File: config.mk
export PLATFORM = sky130hd
export DESIGN_NAME = pwm_dual_ctrl
export DESIGN_NICKNAME = d
export VERILOG_FILES = /design/src/rtl/pwm_pkg.sv /design/src/rtl/pwm_regs.sv /design/src/rtl/pwm_chan.sv /design/src/rtl/pwm_dual_ctrl.sv
export SDC_FILE = /design/constraint.sdc
export NUM_CORES = 1
export LEC_CHECK = 0
export ABC_AREA = 1
export ABC_CLOCK_PERIOD_IN_PS = 2710
export BUFFER_PORTS_ARGS = -buffer_cell sky130_fd_sc_hd__buf_2
export CAP_MARGIN = 5
export CORE_MARGIN = 3
export CORE_UTILIZATION = 64
export CTS_CLUSTER_DIAMETER = 150
export CTS_CLUSTER_SIZE = 24
export DETAILED_ROUTE_END_ITERATION = 16
export PLACE_DENSITY = 0.85
export SYNTH_ARGS = -nofsm -noshare
export SYNTH_HDL_FRONTEND = slang
export SYNTH_SLANG_ARGS = --single-unit
export TNS_END_PERCENT = 50
File: constraint.sdc
create_clock -name clk -period 2.71 [get_ports clk]
set_input_delay 0.271 -clock clk [delete_from_list [all_inputs] [get_ports clk]]
set_output_delay 0.271 -clock clk [all_outputs]
set_load 0.005 [all_outputs]
File: src/rtl/pwm_pkg.sv
// Shared field widths, register layout and word types for the modulator.
// Assumes a 16-byte register window per channel, with the register select
// taken from address bits [3:2].
package pwm_pkg;
    localparam int PS_W      = 6;   // prescaler field width
    localparam int CNT_W     = 10;  // period / duty count width
    localparam int SPAN_LG   = 4;   // log2 of the per-channel byte window

    typedef enum logic [1:0] {
        SEL_CTRL = 2'd0,
        SEL_DUTY = 2'd1,
        SEL_PER  = 2'd2
    } reg_sel_e;

    // Control word: bit7 enable, bit6 stop-at-once, bits[5:0] prescale
    typedef struct packed {
        logic            run;
        logic            halt_now;
        logic [PS_W-1:0] psc;
    } ctrl_t;

    // Duty word: bit10 full-duty flag, bits[9:0] high count
    typedef struct packed {
        logic             full;
        logic [CNT_W-1:0] hi_cnt;
    } duty_t;
endpackage

File: src/rtl/pwm_regs.sv
// Register file and address decode for all channels.
// Assumes single-cycle writes and a combinational read path; a write to an
// unmapped address is dropped and a read of one returns zero.
module pwm_regs
    import pwm_pkg::*;
#(
    parameter int NUM_CH = 2,
    parameter int ADDR_W = 5,
    parameter int DATA_W = 32
) (
    input  logic              clk,
    input  logic              rst_n,
    input  logic [ADDR_W-1:0] addr,
    input  logic              we,
    input  logic [DATA_W-1:0] wdata,
    output logic [DATA_W-1:0] rdata,
    output ctrl_t             ctrl_o [NUM_CH],
    output duty_t             duty_o [NUM_CH],
    output logic [CNT_W-1:0]  per_o  [NUM_CH]
);
    localparam int CTRL_BITS = $bits(ctrl_t);
    localparam int DUTY_BITS = $bits(duty_t);

    logic [ADDR_W-1:0] ch_idx;
    logic              ch_hit;
    reg_sel_e          sel;
    logic              unused_addr;

    // Split the byte address into channel index and register select
    always_comb begin
        ch_idx = addr >> SPAN_LG;
        ch_hit = (ch_idx < ADDR_W'(NUM_CH));
        sel    = reg_sel_e'(addr[SPAN_LG-1:2]);
    end

    assign unused_addr = ^{addr[1:0], wdata[DATA_W-1:DUTY_BITS]};

    for (genvar c = 0; c < NUM_CH; c++) begin : g_ch
        // Store the three words of channel c on a matching write
        always_ff @(posedge clk) begin
            if (!rst_n) begin
                ctrl_o[c] <= '0;
                duty_o[c] <= '0;
                per_o[c]  <= '0;
            end else if (we && ch_hit && ch_idx == ADDR_W'(c)) begin
                case (sel)
                    SEL_CTRL: ctrl_o[c] <= ctrl_t'(wdata[CTRL_BITS-1:0]);
                    SEL_DUTY: duty_o[c] <= duty_t'(wdata[DUTY_BITS-1:0]);
                    SEL_PER:  per_o[c]  <= wdata[CNT_W-1:0];
                    default:  ;
                endcase
            end
        end
    end

    // Return the addressed word, zero-extended, or zero when unmapped
    always_comb begin
        rdata = '0;
        for (int i = 0; i < NUM_CH; i++) begin
            if (ch_hit && ch_idx == ADDR_W'(i)) begin
                case (sel)
                    SEL_CTRL: rdata = DATA_W'(ctrl_o[i]);
                    SEL_DUTY: rdata = DATA_W'(duty_o[i]);
                    SEL_PER:  rdata = DATA_W'(per_o[i]);
                    default:  rdata = '0;
                endcase
            end
        end
    end
endmodule

File: src/rtl/pwm_chan.sv
// One modulator channel: prescale counter, period counter and the active
// copy of its settings. The settings are copied from the registers on
// start-up and at each cycle boundary only. Assumes the register outputs
// are synchronous to clk.
module pwm_chan
    import pwm_pkg::*;
(
    input  logic             clk,
    input  logic             rst_n,
    input  ctrl_t            ctrl_i,
    input  duty_t            duty_i,
    input  logic [CNT_W-1:0] per_i,
    output logic             pwm_o,
    output logic             running_o,
    output logic [PS_W-1:0]  pre_cnt_o,
    output logic [CNT_W-1:0] per_cnt_o,
    output logic [PS_W-1:0]  psc_act_o,
    output logic [CNT_W-1:0] per_act_o,
    output duty_t            duty_act_o
);
    logic             running;
    logic [PS_W-1:0]  pre_cnt;
    logic [CNT_W-1:0] per_cnt;
    logic [PS_W-1:0]  psc_act;
    logic [CNT_W-1:0] per_act;
    duty_t            duty_act;
    logic             tick;
    logic             wrap;

    assign tick = (pre_cnt == psc_act);
    assign wrap = tick && (per_cnt == per_act);

    // Advance the counters, take new settings at boundaries, handle stops
    always_ff @(posedge clk) begin
        if (!rst_n) begin
            running  <= 1'b0;
            pre_cnt  <= '0;
            per_cnt  <= '0;
            psc_act  <= '0;
            per_act  <= '0;
            duty_act <= '0;
        end else if (!running) begin
            if (ctrl_i.run) begin
                running  <= 1'b1;
                pre_cnt  <= '0;
                per_cnt  <= '0;
                psc_act  <= ctrl_i.psc;
                per_act  <= per_i;
                duty_act <= duty_i;
            end
        end else if (!ctrl_i.run && ctrl_i.halt_now) begin
            running <= 1'b0;
            pre_cnt <= '0;
            per_cnt <= '0;
        end else if (wrap) begin
            pre_cnt <= '0;
            per_cnt <= '0;
            if (ctrl_i.run) begin
                psc_act  <= ctrl_i.psc;
                per_act  <= per_i;
                duty_act <= duty_i;
            end else begin
                running <= 1'b0;
            end
        end else if (tick) begin
            pre_cnt <= '0;
            per_cnt <= per_cnt + 1'b1;
        end else begin
            pre_cnt <= pre_cnt + 1'b1;
        end
    end

    // Drive high during the leading part of the cycle, or always when full
    always_comb begin
        pwm_o = running && (duty_act.full || (per_cnt < duty_act.hi_cnt));
    end

    assign running_o  = running;
    assign pre_cnt_o  = pre_cnt;
    assign per_cnt_o  = per_cnt;
    assign psc_act_o  = psc_act;
    assign per_act_o  = per_act;
    assign duty_act_o = duty_act;
endmodule

File: src/rtl/pwm_dual_ctrl.sv
// Top level: register file plus one modulator engine per channel.
// Assumes ADDR_W is wide enough to hold NUM_CH register windows.
module pwm_dual_ctrl
    import pwm_pkg::*;
#(
    parameter int NUM_CH = 2,
    parameter int ADDR_W = 5,
    parameter int DATA_W = 32
) (
    input  logic              clk,
    input  logic              rst_n,
    input  logic [ADDR_W-1:0] bus_addr,
    input  logic              bus_we,
    input  logic [DATA_W-1:0] bus_wdata,
    output logic [DATA_W-1:0] bus_rdata,
    output logic [NUM_CH-1:0] pwm_out
);
    ctrl_t             ctrl_w     [NUM_CH];
    duty_t             duty_w     [NUM_CH];
    logic [CNT_W-1:0]  per_w      [NUM_CH];
    logic [NUM_CH-1:0] running_w;
    logic [PS_W-1:0]   pre_cnt_w  [NUM_CH];
    logic [CNT_W-1:0]  per_cnt_w  [NUM_CH];
    logic [PS_W-1:0]   psc_act_w  [NUM_CH];
    logic [CNT_W-1:0]  per_act_w  [NUM_CH];
    duty_t             duty_act_w [NUM_CH];

    pwm_regs #(
        .NUM_CH (NUM_CH),
        .ADDR_W (ADDR_W),
        .DATA_W (DATA_W)
    ) u_regs (
        .clk    (clk),
        .rst_n  (rst_n),
        .addr   (bus_addr),
        .we     (bus_we),
        .wdata  (bus_wdata),
        .rdata  (bus_rdata),
        .ctrl_o (ctrl_w),
        .duty_o (duty_w),
        .per_o  (per_w)
    );

    for (genvar c = 0; c < NUM_CH; c++) begin : g_eng
        pwm_chan u_chan (
            .clk        (clk),
            .rst_n      (rst_n),
            .ctrl_i     (ctrl_w[c]),
            .duty_i     (duty_w[c]),
            .per_i      (per_w[c]),
            .pwm_o      (pwm_out[c]),
            .running_o  (running_w[c]),
            .pre_cnt_o  (pre_cnt_w[c]),
            .per_cnt_o  (per_cnt_w[c]),
            .psc_act_o  (psc_act_w[c]),
            .per_act_o  (per_act_w[c]),
            .duty_act_o (duty_act_w[c])
        );
    end
endmodule

Yosys cells after proc, flatten, opt, wreduce, memory -nomap -nowiden --
Cells that the tools add are included.
Storage, ports and cells: register bits after elaboration 146, output and inout bits 34, logic and storage cells 130
Operators by class: $add $sub $neg 4, order comparisons 3, equal/unequal tests 12, muxes and demuxes 56, reduce and logical (&&, ||, !) cells 29
Operator list (number):
- $mux W10 | 18
- $mux W6 | 18
- $mux W11 | 9
- $pmux W11 S3 | 2
- $mux W32 | 1
- $add A10 B1 Y10 const B | 2
- $eq A10 B10 Y1 | 2
- $lt A10 B10 Y1 | 2
- $reduce_and A2 Y1 | 10
- $add A6 B1 Y6 const B | 2
- $eq A6 B6 Y1 | 2
- $logic_and A1 B1 Y1 | 11
- $mux W1 | 8
- $ne A2 B2 Y1 const B | 4
- $ne A4 B4 Y1 const B | 2
- $logic_not A5 Y1 | 1
- $reduce_bool A2 Y1 | 2
- $eq A2 B1 Y1 const B | 1
- $eq A2 B2 Y1 const B | 1
- $logic_not A1 Y1 | 2
- $logic_not A2 Y1 | 1
- $logic_or A1 B1 Y1 | 2
- $lt A1 B2 Y1 const B | 1

Logic depth before layout (Yosys ltp) --
Gate-level depths: netlist of run 1.
depth after elaboration 5, gate-level depth with buffers 13, depth with buffers taken out 12

Hierarchy --
Synthesis of run 1 repeated with hierarchy kept, for this count alone.
Second synthesis, totals: cell total of the unflattened synthesis 1290, area, all modules 8201.6 µm²
Modules (own cells, without submodules):
- pwm_chan | instances 2, cells each 406, area each 2588.7 µm²
- pwm_regs | instances 1, cells each 478, area each 3024.2 µm²

Worst setup path after synthesis of run 1 --
Ideal clock, no wire load.
path type register -> output, start point register g_eng[0].u_chan.per_cnt[5], end point output port pwm_out[0], arrival 1.265 ns, data required time 2.439 ns, slack 1.174 ns, stages on the path, launching flop included 8, path buffers 1, cells stage by stage dfxtp_1 ha_1 a21oi_1 o21ai_0 nand2_1 o2111ai_1 a21oi_1 buf_4
Between the ends: cells in the longest elaborated chain, start to end 3
RTL lines:
- start: declaration | RTL line pwm_chan.sv:23 | logic [CNT_W-1:0] per_cnt;
- start signal: assignment | RTL line pwm_chan.sv:67 | per_cnt <= per_cnt + 1'b1;
- $lt A10 B10 Y1 | RTL line pwm_chan.sv:75 | pwm_o = running && (duty_act.full || (per_cnt < duty_act.hi_cnt));
- $logic_or A1 B1 Y1 | RTL line pwm_chan.sv:75
- $logic_and A1 B1 Y1 | RTL line pwm_chan.sv:75
- end: declaration | RTL line pwm_dual_ctrl.sv:16 | output logic [NUM_CH-1:0] pwm_out
Every way passes these cells.

Final worst setup path of run 1 --
start point register g_eng[1].u_chan.per_cnt[5], end point output port pwm_out[1]
Between the ends: cells in the longest elaborated chain, start to end 3
RTL lines (RTL line):
- start: declaration | pwm_chan.sv:23
- start signal: assignment | pwm_chan.sv:67
- $lt A10 B10 Y1 | pwm_chan.sv:75
- $logic_or A1 B1 Y1 | pwm_chan.sv:75
- $logic_and A1 B1 Y1 | pwm_chan.sv:75
Every way passes these cells.

==> results of run 1 <==
synth_stat cells (all sizes together) (3+ instances only):
library cell | number | area share (%)
a21boi | 3 | 0.29
or2 | 3 | 0.24
xor2 | 13 | 1.5
ha | 22 | 3.5
nand3b | 5 | 0.48
o2111ai | 3 | 0.34
xnor2 | 4 | 0.45
a21oi | 144 | 9.7
o22ai | 19 | 1.5
buf | 55 | 5.4
nor3 | 7 | 0.58
o21ai | 83 | 5.3
nand2 | 210 | 11
nand3 | 86 | 5.6
inv | 152 | 7.3
nand4 | 10 | 0.88
clkbuf | 24 | 1.2
dfxtp | 146 | 38
nor2 | 134 | 6.5
critical path, cell delays in order, from the launching register on:
cell	delay, ns
sky130_fd_sc_hd__dfxtp_1	0.50
sky130_fd_sc_hd__ha_1	0.31
sky130_fd_sc_hd__a21oi_1	0.13
sky130_fd_sc_hd__o21ai_0	0.17
sky130_fd_sc_hd__nand2_1	0.10
sky130_fd_sc_hd__o2111ai_1	0.10
sky130_fd_sc_hd__a21oi_1	0.15
sky130_fd_sc_hd__buf_2	0.14
kinds of logic after synthesis:
group,share of synthesized area [%]
other cells,0.04820
flops,37.57
fa+ha+maj,3.538
simple gates,25.33
compound gates,17.74
buf+inv,13.86
xor+xnor,1.914
worst paths after layout:
check | slack (ns) | cells after the start | to | start
hold / removal | 0.19 | 3 | u_regs.duty_o[21] | bus_wdata[10]
setup reg to reg | 0.63 | 11 | g_eng[0].u_chan.per_act_o[0] | g_eng[0].u_chan.per_cnt_o[2]
setup / recovery | 0.41 | 7 | pwm_out[1] | g_eng[1].u_chan.per_cnt_o[5]
hold reg to reg | 0.48 | 2 | u_regs.ctrl_o[4] | u_regs.ctrl_o[4]
registers in the layout (all words and copies together), names as in the netlist:
name / flops
g_eng.u_chan.duty_act_o: 22
u_regs.duty_o: 22
g_eng.u_chan.per_act_o: 20
g_eng.u_chan.per_cnt_o: 20
u_regs.per_o: 20
u_regs.ctrl_o: 16
g_eng.u_chan.pre_cnt_o: 12
g_eng.u_chan.psc_act_o: 12
g_eng.u_chan.running_o: 2
report_power, final:
part | total (mW) | switching (mW) | internal (mW)
sequential | 2.27 | 0.0482 | 2.22
combinational | 0.547 | 0.372 | 0.175
clock | 2.75 | 0.936 | 1.82
total | 5.57 | 1.36 | 4.21
per-stage QoR:
step,setup slack [ns],power (mW),instances,utilization (%),area (um^2)
floorplan,1.174,2.747,1150,-,7855
CTS,0.4000,5.563,1282,72.16,8416
global placement,0.8135,2.827,1250,66.25,7726
finish,0.4057,5.570,1282,72.16,8416
global route,0.3072,5.736,1282,72.16,8416
detailed placement,0.7724,2.843,1250,66.25,7726
per-layer routing:
metal	GRT usage (%)	vias to the layer above	share of wire, %
met1	39.01	3199	44
met5	0	-	0
met2	42.22	308	44
met4	10.21	0	2.2
met3	6.839	44	9.3
li1	-	3595	-
final cells by class:
class | instances | area share (%)
inverter | 152 | 6.780
clock buffer | 18 | 5.100
tap | 143 | 2.126
timing repair buffer | 36 | 2.349
multi-input combinational | 773 | 45.79
clock inverter | 14 | 3.092
sequential | 146 | 34.76
==> impl_results.md, run 1 <==
* Reported max-cap violation count at 0
* Remaining antenna violation count after routing at 0
* Critical setup path kind: reg2out
* Worst min-delay path category: in2reg
* Combined global-route utilization of all metal layers at 27.98%
* Max Clock Skew at between 0.006 and 0.007 ns
* Core Area at 0.01166 mm^2
* RePlAce Congestion at approximately 0.92
* Highest clock rate at about 0.43 GHz
* Most common cell after layout, fill and taps aside: sky130_fd_sc_hd__nand2_1
* Leading cell types in the layout, fill and taps excluded: sky130_fd_sc_hd__nand2_1, sky130_fd_sc_hd__dfxtp_1, sky130_fd_sc_hd__inv_1
* CTS tree: built
* Number of hold buffers added after cts at 0
* Number of H-tree levels at 4
* Clock transition at path regs at around 0.060 ns
* Worst-Skew Late Latency at 0.43 ns
* Router iterations before antenna repair at 6
* Port-buffer cells at 29
* DR DRC count at 0
* Average cell area after synthesis at 6.885 um^2
* Arrival time worst endpoint at just over 2 ns
* Global route total overflow at 0
* Post-route worst hold slack at about 0.19 ns
* Asr flop ratio synth at 0%
* Slew at the pin closest to its max-slew limit at 0.7014 ns
* Total die area at 0.01352 mm^2
* Site row count at 39
* Distinct cells, synth at 41
* Required time reported for the critical path endpoint at approximately 2.4 ns
* Largest net degree at the start of global routing at 56
* Area of the multi-input gates at between 0.003 and 0.004 mm^2
* Status: finished, final reports clean
* Wire length of the first global-routing pass at 30,100 um
* Wire length after detailed routing at between 15,000 and 20,000 um
* Cell at the root of the clock tree: sky130_fd_sc_hd__clkbuf_16
* Most used DFF post-synth: sky130_fd_sc_hd__dfxtp_1
* Number of global-route vias before repair at 6,400
* Post-DR wirelength/cell at 14.42 um
* Netlist area before placement at about 0.0078 mm^2
* Number of cells produced by synthesis at about 1,100
* CTS Sinks at 146
* Syn-to-layout area delta at 8.170%
* Register area at a little under 0.003 mm^2
* Number of antenna violations at the first check in global routing at 0
* Iter 0 DRT Violations at 684
* Share of the yosys chip area belonging to registers at a little under two fifths
* Final Setup Violations at 0
* Warning count from the yosys run at 0
* Die span in x at between 100 and 150 um
* Lkg Pwr at roughly 3.5 nW
* Final-report max-slew violation count at 0
* Vertical die dimension at between 100 and 150 um
* Final layout net count at 1,188
* Buffers from clock root to sink, at most at 2
* Worst Setup End Kind: primary output
* Number of failing hold endpoints at the final stage at 0
* Post-DP HPWL at ~12,000 um
* Final period util at a little under nine tenths
* RSZ-0062 raised after global routing: false
* IO Count at between 70 and 80
* Diode count at 0
* Via Count at between 7,000 and 8,000
* Number of fill cells at 908
* Time the worst path needs with I/O delays and setup at 2.304 ns
* Yosys reg bits at ~150
* Post-cts gate resize count at 0
* Avg Vias per Cell at 5.574
* Cell area power density at 661.9 mW/mm^2
* Total negative setup slack at 0 ns
* Number of post-CTS setup repair buffers at 0
* Peak fanout along the critical path at 7
* Initial core utilization at between 60% and 70%
* Number of synthesized flops with an enable pin at 0
* Max rail drop VDD at approximately 0.57 mV
* Worst relative slew slack at between 50% and 60%
* Critical path launch point type: flip-flop
* Proportion of layout cells with a drive suffix above 1 at 9.219%
* Total CTS buffers at 17
(Power assumes the default switching activity.)
==> run 2, diff against run 1 <==
--- a/config.mk
+++ b/config.mk
@@ -15,6 +15,7 @@
 export CTS_CLUSTER_SIZE = 24
 export DETAILED_ROUTE_END_ITERATION = 16
 export PLACE_DENSITY = 0.85
+export REMOVE_ABC_BUFFERS = 1
 export SYNTH_ARGS = -nofsm -noshare
 export SYNTH_HDL_FRONTEND = slang
 export SYNTH_SLANG_ARGS = --single-unit
==> run 2 against run 1 <==
  * Clock power decreased by 12%
  * Hold slack got worse by 0.014 ns
  * Sequential power about the same
  * Critical path type unchanged
  * Critical endpoint is now pwm_out[0]
  * Largest power group unchanged
==> impl_results.md, run 2 (synthesized netlist as in run 1, its figures left out) <==
* Status: finished, final reports clean
* Peak fanout along the critical path at 6
* Clock transition at path regs at approximately 0.060 ns
* Area of placed instances at 0.007744 mm^2
* Number of failing hold endpoints at the final stage at 0
* Post-DP HPWL at 11,430 um
* Final standard cell area without fillers at about 0.0084 mm^2
* Register area at approximately 0.0029 mm^2
* Proportion of layout cells with a drive suffix above 1 at about a tenth
* Combined global-route utilization of all metal layers at between 20% and 30%
* RSZ-0062 raised after global routing: false
* Largest net degree at the start of global routing at 57
* Register-to-register path setup slack at ~0.74 ns
* Post-DR wirelength/cell at between 10 and 15 um
* Initial core utilization at approximately 67%
* Global route total overflow at 0
* Startpoint of the most critical register-to-register path: g_eng[1].u_chan.pre_cnt_o[4]
* Syn-to-layout area delta at 7.414%
* Number of fill cells at a little over 900
* Worst relative slew slack at between 50% and 60%
* Wire length of the first global-routing pass at around 29,000 um
* Most common cell after layout, fill and taps aside: sky130_fd_sc_hd__nand2_1
* Worst min-delay path category: in2reg
* Router iterations before antenna repair at 5
* RePlAce Congestion at approximately 0.88
* Time the worst path needs with I/O delays and setup at about 2.3 ns
* IO Count at 74
* Number of hold buffers added after cts at 0
* DR DRC count at 0
* Cell area power density at around 620 mW/mm^2
* Port-buffer cells at 29
* Wire length after detailed routing at between 15,000 and 20,000 um
* Reported max-cap violation count at 0
* Worst-Skew Late Latency at 0.42 ns
* Cell at the root of the clock tree: sky130_fd_sc_hd__clkbuf_16
* CTS Sinks at roughly 150
* Number of antenna violations at the first check in global routing at 1
* Final Setup Violations at 0
* Final layout net count at 1,190
* Worst reg-to-reg path cell count at 9
* Worst path max stage delay at between 0.4 and 0.5 ns
* Required time reported for the critical path endpoint at 2.44 ns
* Die span in x at about 120 um
* Critical setup path kind: reg2out
* End of the critical path: pwm_out[0]
* Buffers from clock root to sink, at most at 2
* Max rail drop VDD at 0.5348 mV
* Avg Vias per Cell at approximately 5.5
* Post-cts gate resize count at 0
* Via Count at 7,068
* Iter 0 DRT Violations at roughly 630
* Arrival time worst endpoint at 2.00 ns
* Critical path launch point type: flip-flop
* Leading cell types in the layout, fill and taps excluded: sky130_fd_sc_hd__nand2_1, sky130_fd_sc_hd__dfxtp_1, sky130_fd_sc_hd__inv_1
* Remaining antenna violation count after routing at 0
* Cells traversed along the worst timing path: ha_1 -> a21boi_0 -> o211ai_1 -> o2111ai_1 -> a21oi_1 -> buf_2
* Total negative setup slack at 0 ns
* Number of H-tree levels at 4
* Lkg Pwr at 3.474 nW
* Highest clock rate at 0.4406 GHz
* Vertical die dimension at ~120 um
* Crit path launch: g_eng[0].u_chan.per_cnt_o[1]
* Slowest cell on the critical path: sky130_fd_sc_hd__dfxtp_1
* Area of the multi-input gates at between 0.003 and 0.004 mm^2
* Site row count at 39
* Final period util at 83.75%
* CTS tree: built
* Slew at the pin closest to its max-slew limit at 0.6838 ns
* Max Clock Skew at about 0.0043 ns
* Number of global-route vias before repair at ~6,300
* Worst Setup End Kind: primary output
* Number of post-CTS setup repair buffers at 0
* Worst reg2reg path endpoint: g_eng[1].u_chan.per_cnt_o[3]
* Total die area at 0.01352 mm^2
* Core Area at 0.01166 mm^2
* Total CTS buffers at 17
* Final-report max-slew violation count at 0
## run 2: cell types whose count changed in the layout (fill, tap and decap cells not counted)
cell,previous run,this run
sky130_fd_sc_hd__buf_2,29,28
sky130_fd_sc_hd__clkbuf_1,1,0
sky130_fd_sc_hd__clkinv_4,4,1
sky130_fd_sc_hd__clkinvlp_4,0,4
sky130_fd_sc_hd__clkinv_2,3,4
sky130_fd_sc_hd__clkbuf_8,0,2
sky130_fd_sc_hd__diode_2,0,1
sky130_fd_sc_hd__inv_6,0,1
sky130_fd_sc_hd__bufinv_16,7,3
sky130_fd_sc_hd__buf_4,7,10
## run 2: layer usage
layer  wire length (um)  part of all wire (%)  global-route usage [%]
met3               1158                   6.7                   4.508
met2               7690                    45                   40.73
met5                  0                     0                       0
met1               8138                    47                   37.25
met4                289                   1.7                   10.05
## run 2: worst max-delay path, delay by kind of cell, from the launching register on
family / cells / cell delay [ns]
buffers and inverters: 1 / 0.13
AOI/OAI and AO/OA: 4 / 0.74
DFF: 1 / 0.44
adders and majority gates: 1 / 0.27
## run 2: power by group
group	internal, mW	total, mW	switching, mW
sequential	2.22	2.27	0.0459
combinational	0.177	0.542	0.365
clock	1.49	2.41	0.921
## run 2: cell type report
| type | count | share of cell area, % |
|---|---|---|
| Multi-Input combinational cell | 773 | 46.11 |
| Tap cell | 143 | 2.141 |
| Antenna cell | 1 | 0.02994 |
| Sequential cell | 146 | 35.01 |
| Inverter | 152 | 6.827 |
| Clock inverter | 13 | 1.887 |
| Clock buffer | 19 | 5.420 |
| Timing Repair Buffer | 38 | 2.575 |
## run 2: worst min-delay path by stage
stage	start	end	slack, ns	cells after the start
after floorplan	rst_n	g_eng[1].u_chan.psc_act_o[0]	0.39	2
after global placement	g_eng[1].u_chan.duty_act_o[0]	g_eng[1].u_chan.duty_act_o[0]	0.46	2
after detailed placement	u_regs.duty_o[17]	u_regs.duty_o[17]	0.47	2
after CTS	bus_wdata[10]	u_regs.duty_o[10]	0.16	3
after global routing	bus_wdata[10]	u_regs.duty_o[10]	0.22	3
final	bus_wdata[10]	u_regs.duty_o[10]	0.18	3
## run 2: through the flow
step	power, mW	worst slack [ns]	std cells	utilization [%]	hold WS, ns
floorplan	2.678	0.2836	1071	-	0.3917
global placement	2.824	0.8684	1252	66.40	0.4598
detailed placement	2.836	0.8420	1252	66.40	0.4665
CTS	5.229	0.4718	1284	71.63	0.1632
global route	5.414	0.2958	1285	71.66	0.2166
finish	5.222	0.4403	1285	71.66	0.1787
==> run 3, diff against run 2 <==
--- a/config.mk
+++ b/config.mk
@@ -6,15 +6,15 @@
 export NUM_CORES = 1
 export LEC_CHECK = 0
 export ABC_AREA = 1
-export ABC_CLOCK_PERIOD_IN_PS = 2710
+export ABC_CLOCK_PERIOD_IN_PS = 1900
 export BUFFER_PORTS_ARGS = -buffer_cell sky130_fd_sc_hd__buf_2
 export CAP_MARGIN = 5
 export CORE_MARGIN = 3
-export CORE_UTILIZATION = 64
+export CORE_UTILIZATION = 54
 export CTS_CLUSTER_DIAMETER = 150
 export CTS_CLUSTER_SIZE = 24
 export DETAILED_ROUTE_END_ITERATION = 16
-export PLACE_DENSITY = 0.85
+export PLACE_DENSITY = 0.77
 export REMOVE_ABC_BUFFERS = 1
 export SYNTH_ARGS = -nofsm -noshare
 export SYNTH_HDL_FRONTEND = slang
==> constraint.sdc (replaced) <==
create_clock -name clk -period 1.9 [get_ports clk]
set_input_delay 0.19 -clock clk [delete_from_list [all_inputs] [get_ports clk]]
set_output_delay 0.19 -clock clk [all_outputs]
set_load 0.005 [all_outputs]
==> run 3 against run 2 <==
  * The flow now finishes with violations (setup timing)
  * Global-route usage down 4.5 points
  * First-iteration DRC count down 15%
  * Clock-buffer cell count increased by 5
  * Non-clock buffer count grew 11
  * Via count decreased by 1.1%
  * Register-to-register slack got worse by 0.58 ns
  * Largest cell class unchanged
  * Largest power group is now registers
==> impl_results.md, run 3 (synthesized netlist as in run 1, its figures left out) <==
* Final period util at 106.1%
* Slack of the critical path at -0.1151 ns
* Register-to-register path setup slack at between 0.15 and 0.2 ns
* Status: finished with violations
* Syn-to-layout area delta at 11.16%
* Final layout net count at between 1,000 and 1,500
* Pre-CTS WS at 0.1892 ns
* CTS tree: built
* Slew at the pin closest to its max-slew limit at roughly 0.64 ns
* Most common cell after layout, fill and taps aside: sky130_fd_sc_hd__nand2_1
* Final-report max-slew violation count at 0
* Total die area at around 0.016 mm^2
* Diode count at 0
* End of the critical path: pwm_out[1]
* Max rail drop VDD at approximately 0.67 mV
* Max Clock Skew at around 0.0057 ns
* Port-buffer cells at 29
* Number of H-tree levels at 4
* Net switching power at between 1.5 and 2 mW
* Slowest cell on the critical path: sky130_fd_sc_hd__dfxtp_4
* Largest net degree at the start of global routing at 64
* Fraction of the core area covered by cells at the end of the flow at between 60% and 70%
* Die span in x at 126.0 um
* Time the worst path needs with I/O delays and setup at 2.015 ns
* Total power of the final layout at slightly above 7 mW
* Combined global-route utilization of all metal layers at a little over a fifth
* IO Count at 74
* Router iterations before antenna repair at 5
* Failing checks: setup timing
* Critical path launch point type: flip-flop
* Core Area at roughly 0.014 mm^2
* Worst reg2reg path endpoint: g_eng[1].u_chan.per_act_o[0]
* Startpoint of the most critical register-to-register path: g_eng[1].u_chan.per_cnt_o[0]
* Number of hold buffers added after cts at 0
* Remaining antenna violation count after routing at 0
* Instance count after placement with tap cells included at 1,294
* Cell Count, Final, Fillers Out at 1,332
* Internal cell power at 5.255 mW
* CTS Sinks at roughly 150
* Iter 0 DRT Violations at ~530
* RePlAce Congestion at between 0.8 and 0.9
* Crit path launch: g_eng[1].u_chan.per_cnt_o[1]
* Vertical die dimension at between 100 and 150 um
* Number of global-route vias before repair at about 6,200
* Worst relative slew slack at a little under three fifths
* Worst-Skew Late Latency at 0.43 ns
* Wire length of the first global-routing pass at 28,980 um
* Worst min-delay path category: in2reg
* Combinational fraction of design power at a little under an eighth
* Global route total overflow at 0
* Critical setup path kind: reg2out
* Total CTS buffers at 17
* Cells traversed along the worst timing path: ha_4 -> a21boi_2 -> o211ai_1 -> o2111ai_1 -> a21oi_1 -> buf_2
* Worst reg-to-reg path cell count at 12
* Final Setup Violations at 2
* Number of failing hold endpoints at the final stage at 0
* Initial core utilization at 55.62%
* Cell area power density at 824.8 mW/mm^2
* Reported max-cap violation count at 0
* Reg power frac at 45.3%
* RSZ-0062 raised after global routing: true
* Post-DR wirelength/cell at approximately 13 um
* Proportion of layout cells with a drive suffix above 1 at 13.54%
* Lkg Pwr at 3.569 nW
* Leading cell types in the layout, fill and taps excluded: sky130_fd_sc_hd__nand2_1, sky130_fd_sc_hd__inv_1, sky130_fd_sc_hd__a21oi_1
* Via Count at about 7,000
* Clock network fraction of total power at around 43%
* Number of antenna violations at the first check in global routing at 0
* DR DRC count at 0
* Site row count at 43
* Worst Setup End Kind: primary output
* Post-DP HPWL at ~12,000 um
* Avg Vias per Cell at roughly 5.2
* Clock transition at path regs at around 0.06 ns
* Peak fanout along the critical path at 3
* Arrival time worst endpoint at 1.83 ns
* Worst path max stage delay at 0.35 ns
* Cell at the root of the clock tree: sky130_fd_sc_hd__clkbuf_16
* Sw frac at 26.33%
* Buffers from clock root to sink, at most at 2
* Highest clock rate at roughly 0.5 GHz
* Wire length after detailed routing at roughly 17,000 um
* Required time reported for the critical path endpoint at between 1.5 and 2 ns
* Total negative setup slack at -0.2221 ns
## run 3: critical path: cells and delay by family, from the launching register on
kind,cells,cell delay (ns)
AOI/OAI and AO/OA,4,0.68
adders and majority gates,1,0.22
buffers and inverters,1,0.14
DFF,1,0.35
## run 3: how the worst min path moves through the flow
stage,endpoint,startpoint,depth (start not counted)
floorplan,g_eng[1].u_chan.psc_act_o[0],rst_n,2
global placement,g_eng[1].u_chan.duty_act_o[2],g_eng[1].u_chan.duty_act_o[2],2
detailed placement,u_regs.per_o[17],u_regs.per_o[17],2
CTS,u_regs.duty_o[10],bus_wdata[10],3
global route,u_regs.duty_o[10],bus_wdata[10],3
finish,u_regs.duty_o[21],bus_wdata[10],3
## run 3: cell type report
cell class	instances	area [um^2]
sequential	146	2957
tap	180	225.2
timing repair buffer	49	376.6
fill	1266	5340
clock buffer	24	491.7
inverter	152	574.3
clock inverter	8	52.55
multi-input combinational	773	3971
## run 3: repair_timing
| item | 4_1_cts | 5_1_grt |
|---|---|---|
| pin swaps | 5 | 13 |
| hold endpoints to repair | 0 | 0 |
| gates resized for setup | 17 | 32 |
| cloned | 0 | 1 |
| buffers inserted | 1 | 4 |
| endpoints found under the setup margin | 2 | 36 |
## run 3: per-layer routing
metal | up-vias | routed length, um | global-route usage [%]
met1 | 3169 | 8131 | 30.46
met5 | - | 0 | 0
met3 | 21 | 1020 | 5.216
met2 | 176 | 7843 | 33.90
met4 | 0 | 312 | 7.192
li1 | 3621 | - | -
## run 3: metrics by stage
| step | instance area, um^2 | hold WS [ns] |
|---|---|---|
| after floorplan | 7347 | 0.3107 |
| after global placement | 7878 | 0.4636 |
| after detailed placement | 7878 | 0.4715 |
| after CTS | 8483 | 0.04378 |
| after global routing | 8648 | 0.07105 |
| final | 8648 | 0.05575 |
## run 3: power by group through the flow
| stage | clock [mW] | sequential, mW | combinational [mW] |
|---|---|---|---|
| after global routing | 3.26 | 3.24 | 0.924 |
| after floorplan | 0 | 3.30 | 0.524 |
| after detailed placement | 0 | 3.30 | 0.767 |
| final | 3.09 | 3.23 | 0.809 |
| after global placement | 0 | 3.29 | 0.753 |
| after CTS | 3.13 | 3.23 | 0.782 |
